### src/rtl/gcp_pkg.sv
package gcp_pkg;
  localparam int WORD_W = 32;

  typedef enum logic [1:0] {SQ_IDLE, SQ_PARAM, SQ_ISSUE, SQ_DATA} seq_state_t;

  localparam logic [2:0] CLS_POLY = 3'd1;
  localparam logic [2:0] CLS_LINE = 3'd2;
  localparam logic [2:0] CLS_RECT = 3'd3;
  localparam logic [2:0] CLS_V2V  = 3'd4;
  localparam logic [2:0] CLS_C2V  = 3'd5;
  localparam logic [2:0] CLS_V2C  = 3'd6;

  localparam logic [7:0] OP_FLUSH = 8'h01;
  localparam logic [7:0] OP_FILL  = 8'h02;
  localparam logic [7:0] OP_IRQ   = 8'h1F;

  localparam logic [7:0] CT_RESET = 8'h00;
  localparam logic [7:0] CT_ABORT = 8'h01;
  localparam logic [7:0] CT_ACK   = 8'h02;
  localparam logic [7:0] CT_QUERY = 8'h10;
endpackage

### src/rtl/gcp_decode.sv
module gcp_decode
  import gcp_pkg::*;
#(
  parameter int PCW = 4
) (
  input  logic [WORD_W-1:0] word,
  output logic              disp,
  output logic              irq,
  output logic [2:0]        env_sel,
  output logic [PCW-1:0]    nparam
);
  int n_c;
  logic unused_low;
  assign unused_low = ^word[23:0];

  always_comb begin
    n_c     = 0;
    disp    = 1'b0;
    irq     = 1'b0;
    env_sel = 3'd0;
    case (word[31:29])
      CLS_POLY: begin
        n_c  = (word[27] ? 4 : 3) * (1 + int'(word[26]) + int'(word[28])) - int'(word[28]);
        disp = 1'b1;
      end
      CLS_LINE: begin
        n_c  = 2 + int'(word[28]);
        disp = 1'b1;
      end
      CLS_RECT: begin
        n_c  = 1 + int'(word[26]) + ((word[28:27] == 2'b00) ? 1 : 0);
        disp = 1'b1;
      end
      CLS_V2V: begin
        n_c  = 3;
        disp = 1'b1;
      end
      CLS_C2V, CLS_V2C: begin
        n_c  = 2;
        disp = 1'b1;
      end
      default: begin
        case (word[31:24])
          OP_FLUSH: disp = 1'b1;
          OP_FILL: begin
            n_c  = 2;
            disp = 1'b1;
          end
          OP_IRQ: irq = 1'b1;
          8'hE1, 8'hE2, 8'hE3, 8'hE4, 8'hE5, 8'hE6: env_sel = word[26:24];
          default: ;
        endcase
      end
    endcase
    nparam = PCW'(n_c);
  end
endmodule

### src/rtl/gcp_env.sv
module gcp_env #(
  parameter int XW = 10,
  parameter int YW = 9,
  parameter int OW = 11
) (
  input  logic          clk,
  input  logic          rst_n,
  input  logic          clr,
  input  logic          we,
  input  logic [2:0]    sel,
  input  logic [23:0]   data,
  output logic [XW-1:0] area_x0,
  output logic [YW-1:0] area_y0,
  output logic [XW-1:0] area_x1,
  output logic [YW-1:0] area_y1,
  output logic [OW-1:0] off_x,
  output logic [OW-1:0] off_y,
  output logic [23:0]   mode_word,
  output logic [23:0]   twin_word,
  output logic [1:0]    mask_bits
);
  always_ff @(posedge clk or negedge rst_n) begin
    if (!rst_n) begin
      area_x0 <= '0;
      area_y0 <= '0;
      area_x1 <= '1;
      area_y1 <= '1;
      off_x <= '0;
      off_y <= '0;
      mode_word <= '0;
      twin_word <= '0;
      mask_bits <= '0;
    end else if (clr) begin
      area_x0 <= '0;
      area_y0 <= '0;
      area_x1 <= '1;
      area_y1 <= '1;
      off_x <= '0;
      off_y <= '0;
      mode_word <= '0;
      twin_word <= '0;
      mask_bits <= '0;
    end else if (we) begin
      case (sel)
        3'd1: mode_word <= data;
        3'd2: twin_word <= data;
        3'd3: begin
          area_x0 <= data[XW-1:0];
          area_y0 <= data[XW+YW-1:XW];
        end
        3'd4: begin
          area_x1 <= data[XW-1:0];
          area_y1 <= data[XW+YW-1:XW];
        end
        3'd5: begin
          off_x <= data[OW-1:0];
          off_y <= data[2*OW-1:OW];
        end
        3'd6: mask_bits <= data[1:0];
        default: ;
      endcase
    end
  end

  AST_AREA_TL_LOAD: assert property (@(posedge clk) disable iff (!rst_n)
    (we && !clr && sel == 3'd3) |=> (area_x0 == $past(data[XW-1:0]) && area_y0 == $past(data[XW+YW-1:XW])));
  AST_ENV_RESTORE: assert property (@(posedge clk) disable iff (!rst_n)
    clr |=> (area_x1 == '1 && area_y1 == '1 && off_x == '0 && off_y == '0));
endmodule

### src/rtl/gcp_seq.sv
module gcp_seq
  import gcp_pkg::*;
#(
  parameter int MAXP = 11,
  parameter int PCW  = 4,
  parameter int XW   = 10,
  parameter int YW   = 9
) (
  input  logic                   clk,
  input  logic                   rst_n,
  input  logic                   abort,
  input  logic                   draw_valid,
  input  logic [WORD_W-1:0]      draw_data,
  output logic                   draw_ready,
  input  logic                   dec_disp,
  input  logic [PCW-1:0]         dec_nparam,
  output logic                   cmd_take,
  output logic                   cmd_valid,
  input  logic                   cmd_ready,
  output logic [WORD_W-1:0]      cmd_word,
  output logic [PCW-1:0]         cmd_nparam,
  output logic [MAXP*WORD_W-1:0] cmd_params,
  output logic                   xfer_valid,
  input  logic                   xfer_ready,
  output logic [WORD_W-1:0]      xfer_data,
  output logic                   idle,
  output logic                   in_data
);
  localparam int CW = XW + YW;
  localparam int PW = XW + YW + 2;

  seq_state_t st;
  logic [WORD_W-1:0] hdr;
  logic [MAXP-1:0][WORD_W-1:0] params;
  logic [PCW-1:0] need, got;
  logic [CW-1:0] remain, words;
  logic [XW:0] w_sz;
  logic [YW:0] h_sz;
  logic [PW-1:0] hw_cnt;
  logic [WORD_W-1:0] p1;
  logic acc;
  logic unused_p1;

  assign p1 = params[1];
  assign unused_p1 = ^{p1[15:XW], p1[WORD_W-1:16+YW]};
  assign w_sz = (p1[XW-1:0] == '0) ? (XW+1)'(1 << XW) : {1'b0, p1[XW-1:0]};
  assign h_sz = (p1[16 +: YW] == '0) ? (YW+1)'(1 << YW) : {1'b0, p1[16 +: YW]};
  assign hw_cnt = PW'(w_sz) * PW'(h_sz);
  assign words = CW'((hw_cnt + PW'(1)) >> 1);

  assign draw_ready = !abort && (st == SQ_IDLE || st == SQ_PARAM || (st == SQ_DATA && xfer_ready));
  assign acc = draw_valid && draw_ready;
  assign cmd_take = acc && st == SQ_IDLE;
  assign cmd_valid = st == SQ_ISSUE;
  assign cmd_word = hdr;
  assign cmd_nparam = need;
  assign cmd_params = params;
  assign xfer_valid = st == SQ_DATA && draw_valid && !abort;
  assign xfer_data = draw_data;
  assign idle = st == SQ_IDLE;
  assign in_data = st == SQ_DATA;

  always_ff @(posedge clk or negedge rst_n) begin
    if (!rst_n) begin
      st <= SQ_IDLE;
      hdr <= '0;
      params <= '0;
      need <= '0;
      got <= '0;
      remain <= '0;
    end else if (abort) begin
      st <= SQ_IDLE;
      got <= '0;
    end else begin
      case (st)
        SQ_IDLE: if (acc) begin
          hdr <= draw_data;
          params <= '0;
          need <= dec_nparam;
          got <= '0;
          if (dec_disp) st <= (dec_nparam == '0) ? SQ_ISSUE : SQ_PARAM;
        end
        SQ_PARAM: if (acc) begin
          for (int i = 0; i < MAXP; i++)
            if (i == int'(got)) params[i] <= draw_data;
          got <= got + PCW'(1);
          if (got + PCW'(1) == need) st <= SQ_ISSUE;
        end
        SQ_ISSUE: if (cmd_ready) begin
          if (hdr[31:29] == CLS_C2V) begin
            remain <= words;
            st <= SQ_DATA;
          end else begin
            st <= SQ_IDLE;
          end
        end
        SQ_DATA: if (acc) begin
          remain <= remain - CW'(1);
          if (remain == CW'(1)) st <= SQ_IDLE;
        end
        default: st <= SQ_IDLE;
      endcase
    end
  end

  AST_CMD_HOLD: assert property (@(posedge clk) disable iff (!rst_n)
    (cmd_valid && !cmd_ready && !abort) |=> (cmd_valid && $stable(cmd_word) && $stable(cmd_nparam) && $stable(cmd_params)));
  AST_STALL_ISSUE: assert property (@(posedge clk) disable iff (!rst_n)
    cmd_valid |-> !draw_ready);
  AST_ABORT_IDLE: assert property (@(posedge clk) disable iff (!rst_n)
    abort |=> idle);
  AST_DATA_LEFT: assert property (@(posedge clk) disable iff (!rst_n)
    in_data |-> remain != '0);
endmodule

### src/rtl/gcp_front.sv
module gcp_front
  import gcp_pkg::*;
#(
  parameter int          MAXP    = 11,
  parameter int          XW      = 10,
  parameter int          YW      = 9,
  parameter int          OW      = 11,
  parameter logic [31:0] VERSION = 32'd2
) (
  input  logic                 clk,
  input  logic                 rst_n,
  input  logic                 draw_valid,
  input  logic [31:0]          draw_data,
  output logic                 draw_ready,
  input  logic                 ctrl_valid,
  input  logic [31:0]          ctrl_data,
  output logic                 cmd_valid,
  input  logic                 cmd_ready,
  output logic [31:0]          cmd_word,
  output logic [$clog2(MAXP+1)-1:0] cmd_nparam,
  output logic [MAXP*32-1:0]   cmd_params,
  output logic                 xfer_valid,
  input  logic                 xfer_ready,
  output logic [31:0]          xfer_data,
  input  logic                 xfer_rd_load,
  input  logic [31:0]          xfer_rd_word,
  input  logic                 xfer_rd_pending,
  output logic [31:0]          status,
  output logic [31:0]          rd_data,
  output logic [XW-1:0]        area_x0,
  output logic [YW-1:0]        area_y0,
  output logic [XW-1:0]        area_x1,
  output logic [YW-1:0]        area_y1,
  output logic [OW-1:0]        off_x,
  output logic [OW-1:0]        off_y,
  output logic [23:0]          mode_word,
  output logic [23:0]          twin_word,
  output logic [1:0]           mask_bits
);
  localparam int PCW = $clog2(MAXP + 1);

  logic [7:0] ctrl_op;
  logic abort, full_rst, ack, query_ver;
  logic dec_disp, dec_irq;
  logic [2:0] dec_env;
  logic [PCW-1:0] dec_nparam;
  logic cmd_take, idle, in_data;
  logic irq_q;
  logic [31:0] rd_q;
  logic unused_ctrl;

  assign ctrl_op   = ctrl_data[31:24];
  assign unused_ctrl = ^ctrl_data[23:4];
  assign full_rst  = ctrl_valid && ctrl_op == CT_RESET;
  assign abort     = full_rst || (ctrl_valid && ctrl_op == CT_ABORT);
  assign ack       = ctrl_valid && ctrl_op == CT_ACK;
  assign query_ver = ctrl_valid && ctrl_op == CT_QUERY && ctrl_data[3:0] == 4'd7;

  gcp_decode #(.PCW(PCW)) u_dec (
    .word(draw_data), .disp(dec_disp), .irq(dec_irq), .env_sel(dec_env), .nparam(dec_nparam)
  );

  gcp_seq #(.MAXP(MAXP), .PCW(PCW), .XW(XW), .YW(YW)) u_seq (
    .clk(clk), .rst_n(rst_n), .abort(abort),
    .draw_valid(draw_valid), .draw_data(draw_data), .draw_ready(draw_ready),
    .dec_disp(dec_disp), .dec_nparam(dec_nparam), .cmd_take(cmd_take),
    .cmd_valid(cmd_valid), .cmd_ready(cmd_ready), .cmd_word(cmd_word),
    .cmd_nparam(cmd_nparam), .cmd_params(cmd_params),
    .xfer_valid(xfer_valid), .xfer_ready(xfer_ready), .xfer_data(xfer_data),
    .idle(idle), .in_data(in_data)
  );

  gcp_env #(.XW(XW), .YW(YW), .OW(OW)) u_env (
    .clk(clk), .rst_n(rst_n), .clr(full_rst),
    .we(cmd_take && dec_env != 3'd0), .sel(dec_env), .data(draw_data[23:0]),
    .area_x0(area_x0), .area_y0(area_y0), .area_x1(area_x1), .area_y1(area_y1),
    .off_x(off_x), .off_y(off_y), .mode_word(mode_word), .twin_word(twin_word),
    .mask_bits(mask_bits)
  );

  always_ff @(posedge clk or negedge rst_n) begin
    if (!rst_n) begin
      irq_q <= 1'b0;
      rd_q <= '0;
    end else begin
      if (full_rst || ack) irq_q <= 1'b0;
      else if (cmd_take && dec_irq) irq_q <= 1'b1;
      if (query_ver) rd_q <= VERSION;
      else if (xfer_rd_load) rd_q <= xfer_rd_word;
    end
  end

  assign rd_data = rd_q;
  assign status = {3'b000, idle || in_data, xfer_rd_pending, idle, 1'b0, irq_q, 24'h000000};

  AST_VERSION_LOAD: assert property (@(posedge clk) disable iff (!rst_n)
    query_ver |=> rd_data == VERSION);
  AST_IRQ_SET: assert property (@(posedge clk) disable iff (!rst_n)
    (cmd_take && dec_irq && !ctrl_valid) |=> status[24]);
  AST_XFER_BUSY: assert property (@(posedge clk) disable iff (!rst_n)
    xfer_valid |-> !status[26]);
  AST_IRQ_CLEAR: assert property (@(posedge clk) disable iff (!rst_n)
    (full_rst || ack) |=> !status[24]);
endmodule

### config.mk
export PLATFORM = sky130hd
export DESIGN_NAME = gcp_front
export DESIGN_NICKNAME = d
export VERILOG_FILES = /design/src/rtl/gcp_pkg.sv /design/src/rtl/gcp_decode.sv /design/src/rtl/gcp_env.sv /design/src/rtl/gcp_seq.sv /design/src/rtl/gcp_front.sv
export SDC_FILE = /design/constraint.sdc
export NUM_CORES = 1
export LEC_CHECK = 0
export BUFFER_PORTS_ARGS = -buffer_cell sky130_fd_sc_hd__buf_2
export CORE_AREA = 4 4 273 275
export DETAILED_ROUTE_END_ITERATION = 10
export DIE_AREA = 0 0 277 279
export PLACE_DENSITY_LB_ADDON = 0.12
export RECOVER_POWER = 100
export SYNTH_ARGS = -nofsm -noshare
export SYNTH_HDL_FRONTEND = slang
export SYNTH_HIERARCHICAL = 1
export SYNTH_SLANG_ARGS = --single-unit
### constraint.sdc
create_clock -name clk -period 7.71 [get_ports clk]
set_input_delay 0.3855 -clock clk [delete_from_list [all_inputs] [get_ports clk]]
set_output_delay 0.3855 -clock clk [all_outputs]
set_load 0.01 [all_outputs]
# Word-level counts from Yosys, hierarchy flattened
# Cells that the tools add are included.
# Widths: inputs -> output; s select.
totals:
  mem_bits_ro: 0
  n_memories: 0
  mem_bits_rw: 0
  latchBits: 0
  in_bits: 104
  ff_bits: 556
  word_cells: 242
  out_inout_bits: 597
classes:
  multipliers: 2
  order_cmp: 0
  mux: 76
  n_div: 0
  n_eq_ne: 64
  reduce_logical: 64
  shift: 0
  bitwise_logic: 1
  n_addsub: 8
ops:
  columns: ["operator", "count"]
  rows:
  - ["$mux 352", 2]
  - ["$pmux 352 s2", 1]
  - ["$mux 32", 13]
  - ["$mux 24", 6]
  - ["$mux 11", 7]
  - ["$mux 10", 7]
  - ["$reduce_and 5->1", 12]
  - ["$mux 19", 3]
  - ["$mux 9", 6]
  - ["$eq 8x8->1 const B", 6]
  - ["$pmux 19 s2", 1]
  - ["$add 32x2->32", 1]
  - ["$mul 32x32->4", 1]
  - ["$eq 4x4->1 const A", 7]
  - ["$mux 2", 14]
  - ["$ne 2x2->1 const B", 11]
  - ["$reduce_bool 2->1", 11]
  - ["$eq 3x3->1 const B", 7]
  - ["$add 20x1->20 const B", 1]
  - ["$mul 11x10->20", 1]
  - ["$pmux 4 s5", 1]
  - ["$eq 19x1->1 const B", 1]
  - ["$sub 19x1->19 const B", 1]
  - ["$eq 8x1->1 const B", 2]
  - ["other kinds (38)", 92]

# Longest topological paths before layout
logic_depth:
  ltp_word: 11
  depth_mapped: 21
  depth_no_buf: 20

# Modules after synthesis
# The synthesis kept the hierarchy.
by_module_without_submodules:
  columns: ["module", "area_per_inst_um2", "seq_area_each_um2", "cells_per_inst", "n_inst"]
  rows:
  - ["gcp_seq", 19363.6, 10334.9, 1958, 1]
  - ["gcp_env", 5023.6, 2776.4, 411, 1]
  - ["gcp_front", 1666.6, 825.8, 151, 1]
  - ["gcp_decode", 457.9, 0.0, 65, 1]

# Worst setup path before layout
# No wires, ideal clock.
synth_timing:
  path_type: "register to register"
  start: "register u_seq.params, in the netlist u_seq/p1[8]"
  end: "register u_seq.remain[17]"
  synth_period_minus_slack_ns: 5.576
  required_ns: 7.568
  setup_time_ns: 0.142
  stages_incl_launch_ff: 18
  n_path_buf: 0
  path_slack_ns: 2.134
  t_arrival_ns: 5.434
  cell_sequence: "dfrtp_1 > or4_1 > nor4_4 > nand2_1 > fa_1 > inv_1 > fa_1 > fa_1 > fa_1 > ha_1 > ha_1 > and3_1 > and2_1 > a221oi_1 > a21bo_2 > o31ai_1 > xor2_1 > o221ai_1"
synth_via:
  elab_chain_cells: 7
synth_lines:
  columns: ["item", "line_no", "source"]
  rows:
  - ["from (decl)", "gcp_seq.sv:34", "logic [MAXP-1:0][WORD_W-1:0] params;"]
  - ["$logic_not 10->1", "gcp_seq.sv:46", "assign w_sz = (p1[XW-1:0] == '0) ? (XW+1)'(1 << XW) : {1'b0, p1[XW-1:0]};"]
  - ["$mux 11 *", "gcp_seq.sv:46", null]
  - ["$mul 11x10->20 *", "gcp_seq.sv:48", "assign hw_cnt = PW'(w_sz) * PW'(h_sz);"]
  - ["$add 20x1->20 *", "gcp_seq.sv:49", "assign words = CW'((hw_cnt + PW'(1)) >> 1);"]
  - ["$mux 19 *", "gcp_seq.sv:90", "if (hdr[31:29] == CLS_C2V) begin"]
  - ["$mux 19 *", "gcp_seq.sv:89", "SQ_ISSUE: if (cmd_ready) begin"]
  - ["$pmux 19 s2 *", "gcp_seq.sv:75", "case (st)"]
  - ["to (signal assigned)", "gcp_seq.sv:91", "remain <= words;"]
  - ["to (signal assigned)", "gcp_seq.sv:98", "remain <= remain - CW'(1);"]
  - ["to (decl)", "gcp_seq.sv:36", "logic [CW-1:0] remain, words;"]
# Every way passes the cells marked *; elsewhere a longest branch is shown, timed or not. The select of a mux whose other input is x is not followed.
# A chain may end at the register's enable or synchronous reset.

# Worst setup path after layout
# Same ends and word-level chain as after synthesis.

==> flow_summary.yaml <==
detailed_routing:
  routedLengthMet1_um: 38600
  drc: 0
  dr.pass1.iters: 5
  ant_nets: 0
  post_drt_wl_per_cell_um: 22.6
  wl_um: 94000
  vias_per_cell: 4.93
  vias: 20500
  dr_wl_met3_um: 7290
  first_iter_violations: 1274
  wl_met2_um: 45600
  routed.top_layer: "met4"
synth:
  synthArstFlopShare_pct: 100
  synth_edf_count: 0
  synth-seq-area-share_pct: 52.6
  synth_cells: 2585
  ys_seq_elements: 556
  synth-main-ff-cell: "dfrtp_1"
  synth_area_mm2: 0.0265
  synth_cell_types: 71
  ys_warn_count: 6
  avgSynthCellArea_um2: 10.3
setup_path:
  critPathMaxFanout: 13
  crit_required_ns: 8.18
  end_kind: "register"
  critical_path_arrival_ns: 6.87
  startpoint_type: "register"
  critPathKind: "reg -> reg"
sta:
  fin_crit_ns: 6.40
  worst_slew_pin_slew_ns: 5.42
  slew_violations: 384
  finalHoldViolCount: 0
  rsz0062_at_grt: "false"
  slew-limit-headroom_pct: -261
  setup_viol: 0
  clock.fmax_mhz: 156
  fin_tns_setup_ns: 0
  timing.hold.ws_ns: 0.0282
  fin_skew_ns: 0.0369
  min_period_over_period_pct: 83.0
run:
  max-cap-violations: 9
clocking:
  clk_path_buf_depth: 3
  root_buffer: "clkbuf_16"
  clkSinkCount: 556
  cts_tree: "yes"
  numCtsBuffers: 59
  clock_latency_ns: 0.65
  cts_max_level: 2
  clk_pin_slew_ns: 0.06
pwr:
  vdd_drop_max_v: 0.000209
  p_leak_uw: 0.0149
  power_uw: 12400
  cellPowerDensity_mw_per_mm2: 390
global_routing:
  grt_usage_pct: 23.7
  grt_pass1_wl_um: 141000
  gr-total-overflow: 0
  grt_max_degree: 134
  grt_antenna_before_repair: 2
  grt_pass1_vias: 20700
finish:
  areaGrowthSynthToFinish_pct: 19.4
  regArea_mm2: 0.0139
  nets: 3379
  multi_input_area_mm2: 0.0111
  utilization_pct: 43.8
  n_fill_cell: 7276
  drive_above_1_share_pct: 8.82
floorplan:
  dieHeight_um: 279
  num_io_pins: 701
  die_w_um: 277
  start_util_pct: 36.6
  dieArea_mm2: 0.0773
  core-area_mm2: 0.0723
  rows: 99
hold_path:
  hp-class: "in -> reg"
outcome:
  violations: "max-capacitance violations, max-slew violations"
  status: "finished with violations"
place:
  finalWeightedCongestion: 0.841
  dp_hpwl_um: 67500
  place.port_buffers: 650
==> registers in the layout, summed over array words and instances, names as in the netlist <==
register,cells
u_env/area_x0,10
u_seq/st,2
u_seq/p1,32
u_seq/remain,19
irq_q,1
u_seq/cmd_params,320
u_seq/got,4
u_env/twin_word,24
u_env/mask_bits,2
u_env/area_y1,9
u_env/area_y0,9
u_env/off_y,11
u_env/mode_word,24
u_seq/cmd_word,32
u_env/area_x1,10
rd_data,32
u_env/off_x,11
u_seq/cmd_nparam,4
==> final cells by class <==
| class | instances | share of cell area [%] |
|---|---|---|
| sequential | 556 | 44.0 |
| clock inverter | 19 | 0.719 |
| inverter | 78 | 0.925 |
| tap | 959 | 3.79 |
| antenna | 5 | 0.0395 |
| clock buffer | 92 | 5.72 |
| multi-input combinational | 1735 | 35.2 |
| timing repair buffer | 707 | 9.62 |
==> what timing repair did <==
item,CTS,global route
hold endpoints to repair,124,0
gates resized for setup,0,0
setup buffers,0,0
hold buffers,31,0
==> cells in the mapped netlist (4+ instances only) <==
| cell | number | area [um2] |
|---|---|---|
| a211oi_1 | 4 | 30.0 |
| a21o_1 | 10 | 75.1 |
| a21oi_1 | 32 | 160 |
| a31oi_1 | 6 | 37.5 |
| and2_1 | 65 | 407 |
| and3_1 | 8 | 50.1 |
| buf_2 | 16 | 80.1 |
| buf_4 | 67 | 503 |
| buf_6 | 9 | 101 |
| clkbuf_1 | 148 | 556 |
| dfrtp_1 | 537 | 13400 |
| dfstp_2 | 19 | 499 |
| fa_1 | 71 | 1420 |
| ha_1 | 67 | 838 |
| inv_1 | 78 | 293 |
| mux2_2 | 36 | 405 |
| mux2i_1 | 143 | 1430 |
| nand2_1 | 498 | 1870 |
| nand2b_1 | 119 | 744 |
| nand3_1 | 14 | 70.1 |
| nand4_1 | 4 | 25.0 |
| nor2_1 | 110 | 413 |
| nor2b_1 | 10 | 62.6 |
| nor3_1 | 18 | 90.1 |
| nor4_1 | 7 | 43.8 |
| o21ai_0 | 384 | 1920 |
| o221ai_1 | 4 | 35.0 |
| or2_2 | 5 | 31.3 |
| or3_1 | 5 | 31.3 |
| xnor2_1 | 19 | 166 |
| xor2_1 | 11 | 96.3 |
==> per-stage QoR <==
| step | setup slack (ns) | std cells | area (um2) |
|---|---|---|---|
| after global routing | 0.508 | 4146 | 31600 |
| after global placement | 1.58 | 4004 | 30100 |
| after CTS | 1.35 | 4146 | 32400 |
| final | 1.31 | 4151 | 31700 |
| after detailed placement | 1.37 | 4004 | 30100 |
| after floorplan | 2.13 | 2612 | 26600 |
==> cell families (layout without fill, tap and decap cells) <==
| family | count (synthesis) | after routing | synth area share (%) |
|---|---|---|---|
| other | 1 | 33 | 0.0141 |
| adders and majority gates | 138 | 138 | 8.52 |
| xor gates and xnor gates | 31 | 31 | 1.08 |
| AOI/OAI and AO/OA | 471 | 471 | 9.52 |
| buffers and inverters | 321 | 896 | 5.89 |
| muxes | 179 | 179 | 6.93 |
| and+or+nand+nor | 888 | 888 | 15.5 |
| DFF | 556 | 556 | 52.6 |
==> power breakdown <==
part / switching, uW / leakage, uW / total, uW / internal (uW)
registers: 815 / 0.00739 / 4800 / 3980
logic: 3220 / 0.00653 / 4610 / 1390
clock network: 1230 / 0.00101 / 2950 / 1720
total: 5260 / 0.0149 / 12400 / 7100
==> cells in the final DEF (no fill, tap or decap), types with 21 or more instances in the layout <==
master and n:
clkbuf_8 21, nand2_1 489, o21ai_0 384, mux2_2 36
dlygate4sd3_1 31, clkbuf_16 59, inv_1 78, conb_1 28
nor2_1 110, a21oi_1 33, dfrtp_1 537, fa_1 71
buf_2 83, clkbuf_1 587, mux2i_1 143, and2_1 61
nand2b_1 119, ha_1 67
==> worst paths after layout <==
kind | from | endpoint | slack [ns] | cells past startpoint
min in group asynchronous | rst_n | u_env/mode_word[2]$_DFFE_PN0P_ | 2.49 | 2
worst max-delay path | u_seq/p1[8]$_DFFE_PN0P_ | u_seq/remain[17]$_DFFE_PN0P_ | 1.31 | 17
worst max register to register | u_seq/p1[8]$_DFFE_PN0P_ | u_seq/remain[17]$_DFFE_PN0P_ | 1.31 | 17
max in group asynchronous | rst_n | u_seq/cmd_params[303]$_DFFE_PN0P_ | 1.66 | 3
worst min register to register | u_seq/cmd_params[112]$_DFFE_PN0P_ | u_seq/cmd_params[112]$_DFFE_PN0P_ | 0.47 | 2
worst min-delay path | xfer_rd_word[2] | rd_data[2]$_DFFE_PN0P_ | 0.03 | 3
==> critical path, stage by stage (launching register included) <==
cell      delay (ns)
dfrtp_1         0.55
or4_1           0.64
nor4_4          0.56
nand2_1         0.16
fa_1            0.56
inv_1           0.06
fa_1            0.49
fa_1            0.57
fa_1            0.41
ha_1            0.29
ha_1            0.34
and3_1          0.24
and2_0          0.17
a221oi_1        0.36
a21bo_1         0.29
o31ai_1         0.26
xor2_1          0.19
o221ai_1        0.12
==> routing by layer <==
metal | vias up | GRT usage, %
li1 | 9520 | -
met1 | 10200 | 30.5
met2 | 673 | 39.8
met3 | 117 | 6.49
met4 | 0 | 6.36
met5 | - | 0
(Power assumes the default switching activity.)
